### src/rtl/nvb_pkg.sv
package nvb_pkg;
    localparam int DW = 8;

    typedef enum logic [1:0] {
        SEL_DATA = 2'd0,
        SEL_ADDR = 2'd1,
        SEL_CTRL = 2'd2,
        SEL_KEY  = 2'd3
    } reg_sel_e;

    localparam logic [DW-1:0] KEY_FIRST  = 8'h55;
    localparam logic [DW-1:0] KEY_SECOND = 8'hAA;

    localparam int B_RD    = 0;
    localparam int B_WR    = 1;
    localparam int B_WREN  = 2;
    localparam int B_WRERR = 3;
    localparam int B_DONE  = 4;

    typedef enum logic [1:0] {
        UL_IDLE,
        UL_HALF,
        UL_ARMED
    } unlock_e;

    typedef struct packed {
        logic [DW-1:0] data;
        logic [DW-1:0] addr;
        logic          done;
        logic          wrerr;
        logic          wren;
        logic          rd;
    } regs_t;
endpackage

### src/rtl/nvb_unlock.sv
module nvb_unlock
    import nvb_pkg::*;
(
    input  logic          clk,
    input  logic          rst_n,
    input  logic          clr,
    input  logic          bus_we,
    input  logic [1:0]    bus_sel,
    input  logic [DW-1:0] bus_wdata,
    output logic          armed
);
    unlock_e st_q, st_d;

    always_comb begin
        st_d = st_q;
        if (clr) begin
            st_d = UL_IDLE;
        end else if (bus_we) begin
            if (bus_sel == SEL_KEY) begin
                if (bus_wdata == KEY_FIRST)
                    st_d = UL_HALF;
                else if (bus_wdata == KEY_SECOND && st_q == UL_HALF)
                    st_d = UL_ARMED;
                else
                    st_d = UL_IDLE;
            end else begin
                // any other register write, including the arming control write, ends the series
                st_d = UL_IDLE;
            end
        end
    end

    always_ff @(posedge clk or negedge rst_n) begin
        if (!rst_n) st_q <= UL_IDLE;
        else        st_q <= st_d;
    end

    assign armed = (st_q == UL_ARMED);
endmodule

### src/rtl/nvb_timer.sv
module nvb_timer #(
    parameter int CYCLES = 20
) (
    input  logic clk,
    input  logic rst_n,
    input  logic clr,
    input  logic start,
    output logic busy,
    output logic done
);
    localparam int CW = $clog2(CYCLES + 1);

    logic [CW-1:0] cnt_q, cnt_d;

    always_comb begin
        cnt_d = cnt_q;
        if (clr)
            cnt_d = '0;
        else if (start && cnt_q == '0)
            cnt_d = CW'(CYCLES);
        else if (cnt_q != '0)
            cnt_d = cnt_q - 1'b1;
    end

    always_ff @(posedge clk or negedge rst_n) begin
        if (!rst_n) cnt_q <= '0;
        else        cnt_q <= cnt_d;
    end

    assign busy = (cnt_q != '0);
    assign done = (cnt_q == CW'(1)) && !clr;
endmodule

### src/rtl/nvb_array.sv
module nvb_array
    import nvb_pkg::*;
#(
    parameter int DEPTH = 64,
    parameter int AW    = $clog2(DEPTH)
) (
    input  logic          clk,
    input  logic          rst_n,
    input  logic          we,
    input  logic [AW-1:0] waddr,
    input  logic [DW-1:0] wdata,
    input  logic [AW-1:0] raddr,
    output logic [DW-1:0] rdata
);
    logic [DW-1:0] cell_vec [DEPTH];

    for (genvar g = 0; g < DEPTH; g++) begin : g_cell
        logic [DW-1:0] byte_q;
        always_ff @(posedge clk or negedge rst_n) begin
            if (!rst_n)
                byte_q <= '0;
            else if (we && waddr == AW'(g))
                byte_q <= wdata;
        end
        assign cell_vec[g] = byte_q;
    end

    assign rdata = cell_vec[raddr];
endmodule

### src/rtl/nvbyte_ctrl.sv
module nvbyte_ctrl
    import nvb_pkg::*;
#(
    parameter int DEPTH     = 64,
    parameter int WR_CYCLES = 20
) (
    input  logic          clk,
    input  logic          rst_n,
    input  logic          soft_rst_n,
    input  logic          bus_we,
    input  logic [1:0]    bus_sel,
    input  logic [DW-1:0] bus_wdata,
    output logic [DW-1:0] bus_rdata,
    output logic          done_irq
);
    localparam int AW = $clog2(DEPTH);

    regs_t         r_q, r_d;
    logic          armed;
    logic          wr_busy;
    logic          wr_done;
    logic          wr_start;
    logic          clr;
    logic          ctrl_wr;
    logic [DW-1:0] cell_rd;

    assign clr     = !soft_rst_n;
    assign ctrl_wr = bus_we && (bus_sel == SEL_CTRL);
    // enable must already be set; the key series must be complete
    assign wr_start = ctrl_wr && soft_rst_n && bus_wdata[B_WR]
                      && r_q.wren && armed && !wr_busy;

    nvb_unlock u_unlock (
        .clk       (clk),
        .rst_n     (rst_n),
        .clr       (clr),
        .bus_we    (bus_we),
        .bus_sel   (bus_sel),
        .bus_wdata (bus_wdata),
        .armed     (armed)
    );

    nvb_timer #(.CYCLES(WR_CYCLES)) u_timer (
        .clk   (clk),
        .rst_n (rst_n),
        .clr   (clr),
        .start (wr_start),
        .busy  (wr_busy),
        .done  (wr_done)
    );

    nvb_array #(.DEPTH(DEPTH), .AW(AW)) u_array (
        .clk   (clk),
        .rst_n (rst_n),
        .we    (wr_done),
        .waddr (r_q.addr[AW-1:0]),
        .wdata (r_q.data),
        .raddr (r_q.addr[AW-1:0]),
        .rdata (cell_rd)
    );

    always_comb begin
        r_d    = r_q;
        r_d.rd = 1'b0;
        if (!soft_rst_n) begin
            r_d.wren  = 1'b0;
            r_d.done  = 1'b0;
            r_d.wrerr = wr_busy;
        end else begin
            if (bus_we) begin
                case (bus_sel)
                    SEL_DATA: if (!wr_busy) r_d.data = bus_wdata;
                    SEL_ADDR: if (!wr_busy) r_d.addr = bus_wdata;
                    SEL_CTRL: begin
                        r_d.wren  = bus_wdata[B_WREN];
                        r_d.wrerr = r_q.wrerr & bus_wdata[B_WRERR];
                        r_d.done  = r_q.done & bus_wdata[B_DONE];
                        if (bus_wdata[B_RD] && !wr_busy) begin
                            r_d.rd   = 1'b1;
                            r_d.data = cell_rd;
                        end
                    end
                    default: ;
                endcase
            end
            if (wr_done) r_d.done = 1'b1;
        end
    end

    always_ff @(posedge clk or negedge rst_n) begin
        if (!rst_n) r_q <= '0;
        else        r_q <= r_d;
    end

    always_comb begin
        case (bus_sel)
            SEL_DATA: bus_rdata = r_q.data;
            SEL_ADDR: bus_rdata = r_q.addr;
            SEL_CTRL: bus_rdata = {3'b000, r_q.done, r_q.wrerr, r_q.wren, wr_busy, r_q.rd};
            default:  bus_rdata = '0;
        endcase
    end

    assign done_irq = r_q.done;
endmodule

### config.mk
export PLATFORM = sky130hd
export DESIGN_NAME = nvbyte_ctrl
export DESIGN_NICKNAME = d
export VERILOG_FILES = /design/src/rtl/nvb_pkg.sv /design/src/rtl/nvb_unlock.sv /design/src/rtl/nvb_timer.sv /design/src/rtl/nvb_array.sv /design/src/rtl/nvbyte_ctrl.sv
export SDC_FILE = /design/constraint.sdc
export NUM_CORES = 1
export LEC_CHECK = 0
export ABC_AREA = 1
export BUFFER_PORTS_ARGS = -buffer_cell sky130_fd_sc_hd__buf_2
export CORE_ASPECT_RATIO = 1.5
export CORE_UTILIZATION = 55
export DETAILED_ROUTE_END_ITERATION = 16
export PLACE_DENSITY = 0.75
export SYNTH_ARGS = -nofsm -noshare
export SYNTH_HDL_FRONTEND = slang
export SYNTH_SLANG_ARGS = --single-unit
export TNS_END_PERCENT = 50
### constraint.sdc
create_clock -name clk -period 2.8 [get_ports clk]
set_input_delay 0.14 -clock clk [delete_from_list [all_inputs] [get_ports clk]]
set_output_delay 0.14 -clock clk [all_outputs]
set_load 0.02 [all_outputs]
==> impl_metrics.ini <==
[run_status]
outcome = finished clean

[sta]
slew_headroom = 0.515
hold_viol = 0
fin_skew_ps = 9.52
timing.final.crit_share = 0.910
fin_crit_ps = 2550
worst_hold_slack_ps = 23.4
rsz0062_at_grt = no
tightestPinTransition_ps = 727
setup_viol = 0
clock.fmax_mhz = 392
finalMaxSlewViolations = 0
worst_slack_ps = 252
tns_ps = 0

[route]
dr.pass1.iters = 5
post-route-drc-count = 0
detail-route-antenna-nets = 0
wl_mm = 73.0
drtIter0Drc = 2125
vias = 22400
viasPerCell = 5.77
route.detailed.wl_per_inst_microns = 18.8

[global_route]
grt_pass1_vias = 22400
gr-total-overflow = 0
grt_max_degree = 91
grt_pass1_wl_mm = 118
antenna_found_initial = 0
track_usage = 0.318

[floorplan]
initial_core_util = 0.561
fp.dieArea_sq_mm = 0.0478
die_w_microns = 179
fp.dieH_microns = 267
core_sq_mm = 0.0460
io_pins = 23
rows = 96

[power]
sw_frac_of_total = 0.408
p_leak_nw = 14.0
p_int_mw = 14.1
power_density_mw_per_mm2 = 839
vdd_ir_drop_max_v = 0.000688
clkPwrFrac = 0.289
switchingPower_mw = 9.71
comb_power_share = 0.332
seqPwrFrac = 0.379

[clock_network]
htree_levels = 2
clkSinkCount = 539
clkLatencyLatePin_ps = 580
cts_resized = 0
path_clk_slew_ps = 60
numCtsBuffers = 51
cts_buffer_depth = 3
cts_tree = built
clockRootBuffer = clkbuf_16

[layout]
drive_above_1_share = 0.0760
utilization = 0.617
synthToLayoutAreaGrowth_pct = 9.86
insertedDiodeCount = 0
fin_nets = 3270
fin_cells = 3877

[flow_run]
max_cap_viol_count = 0

[logic_synthesis]
syn_avg_cell_area_sq_um = 7.78
synth_area_leaders = dfrtp_1 52%, nand2_1 25%, o21ai_1 6.7%, o21ai_0 3.1%, nand4_4 2.8%
synth.cell_area_sq_mm = 0.0258
async_flop_share = 1.00
synth_cells = 3320
yosysMostFrequentCell = nand2_1
ys_ff_latch = 539
synthesis.nets = 3337
synth.top_cell.area_share = 0.522
yosysSeqAreaShare = 0.522
synth_cell_type_count = 36
synth_largest_area_cell = dfrtp_1
yosys_warnings = 0
synth_flop_cell = dfrtp_1
synthTopCellsByCount = 1716 x nand2_1, 539 x dfrtp_1, 346 x o21ai_1
synth-edff-count = 0

[placement]
place_hpwl_mm = 45.8
gp_congestion = 0.909
portBuffers = 22
place_ws_ps = 442
dp.cells = 3771

[setup_path]
cp_slowest_cell = dlygate4sd3_1
max_stage_delay_ps = 590
path_class = input pin to flop
path_delay_family = buffers and inverters
reg2reg_setup_slack_ps = 330
worst_setup_path_start_kind = input pin
crit_path_frequent_cell = dlygate4sd3_1
cp.required_ps = 3320
crit_chain = dlygate4sd3_1 > buf_2 > nand3_1 > nor4_1 > dlygate4sd3_1 > nand4_1 > dlygate4sd3_1 > nand2_1 > dlygate4sd3_1
cp-end-kind = flop
arrival_ps = 3070
critical_path_buf_inv_count = 5
crit_fanout = 10

[hold_path]
hp-class = input pin to flop
==> metrics by stage <==
step	instance area, sq um	total power, mW
final	28400	23.8
after global routing	28400	24.7
after CTS	28400	23.7
after detailed placement	26600	16.9
after global placement	26600	16.8
after floorplan	25800	13.7
==> per-layer routing <==
layer | wire length (microns) | global-route usage
met3 | 4620 | 0.0406
met4 | 4410 | 0.200
met5 | 0 | 0
met2 | 35900 | 0.527
met1 | 28000 | 0.392
==> cell usage in the layout (no fill, tap or decap), drive strengths merged <==
master / instances
nand2: 1721
dfrtp: 539
o21ai: 508
nor2: 111
buf: 95
nand4: 84
clkbuf: 79
inv: 40
a21oi: 36
nand3: 21
dlygate4sd3: 17
clkinv: 10
o22ai: 4
nor3: 4
o221ai: 3
o211ai: 3
ha: 3
nor4: 3
xnor2: 2
bufinv: 2
a221o: 1
o41ai: 1
a31oi: 1
clkinvlp: 1
==> power groups by stage <==
stage / clock network [mW] / registers, mW / logic, mW
2_1_floorplan: 0 / 8.87 / 4.85
3_5_place_dp: 0 / 9.13 / 7.74
3_3_place_gp: 0 / 9.09 / 7.66
6_report: 6.88 / 9.01 / 7.90
5_1_grt: 7.23 / 9.07 / 8.36
4_1_cts: 6.94 / 8.99 / 7.78
==> repair_timing <==
item,CTS,global route
endpoints found under the hold margin,69,0
setup buffers,0,0
hold buffers,17,0
==> worst register-to-register path, cell delays in order (launching register included) <==
cell and delay (ps):
dfrtp_1 380, inv_1 150, ha_1 230, nand4_4 270, clkinv_2 320, buf_12 260, nand4_2 430, o21ai_0 350
==> final timing paths <==
path | from | end | cells after the start
min in group asynchronous | rst_n | u_array.g_cell[60].byte_q[6]$_DFFE_PN0P_ | 2
worst max register to register | u_timer.cnt_q[1]$_DFFE_PN0P_ | u_array.g_cell[45].byte_q[4]$_DFFE_PN0P_ | 7
worst max-delay path | soft_rst_n | u_unlock.st_q[0]$_DFFE_PN0P_ | 9
max in group asynchronous | rst_n | u_array.g_cell[2].byte_q[7]$_DFFE_PN0P_ | 3
worst min register to register | u_array.g_cell[48].byte_q[1]$_DFFE_PN0P_ | u_array.g_cell[48].byte_q[1]$_DFFE_PN0P_ | 2
worst min-delay path | bus_wdata[1] | u_timer.cnt_q[2]$_DFFE_PN0P_ | 5
==> layout make-up <==
| cell class | count | area [sq um] |
|---|---|---|
| Clock inverter | 10 | 103 |
| Sequential cell | 539 | 13500 |
| Multi-Input combinational cell | 2506 | 11100 |
| Fill cell | 3956 | 17600 |
| Timing Repair Buffer | 112 | 1200 |
| Tap cell | 588 | 736 |
| Clock buffer | 79 | 1530 |
| Inverter | 43 | 170 |
==> kinds of logic after synthesis <==
logic type / share of synthesized area
AO/OA/AOI/OAI: 0.109
XOR/XNOR: 0.000678
adder cells (fa/ha/maj): 0.00145
buffers and inverters: 0.0477
flip-flops: 0.522
AND/OR/NAND/NOR: 0.319
==> registers in the layout, summed over array words and instances, names as in the netlist <==
signal,flops
u_array.g_cell.byte_q,512
done_irq,1
u_unlock.st_q,2
r_q,19
u_timer.cnt_q,5
(Power assumes the default switching activity.)
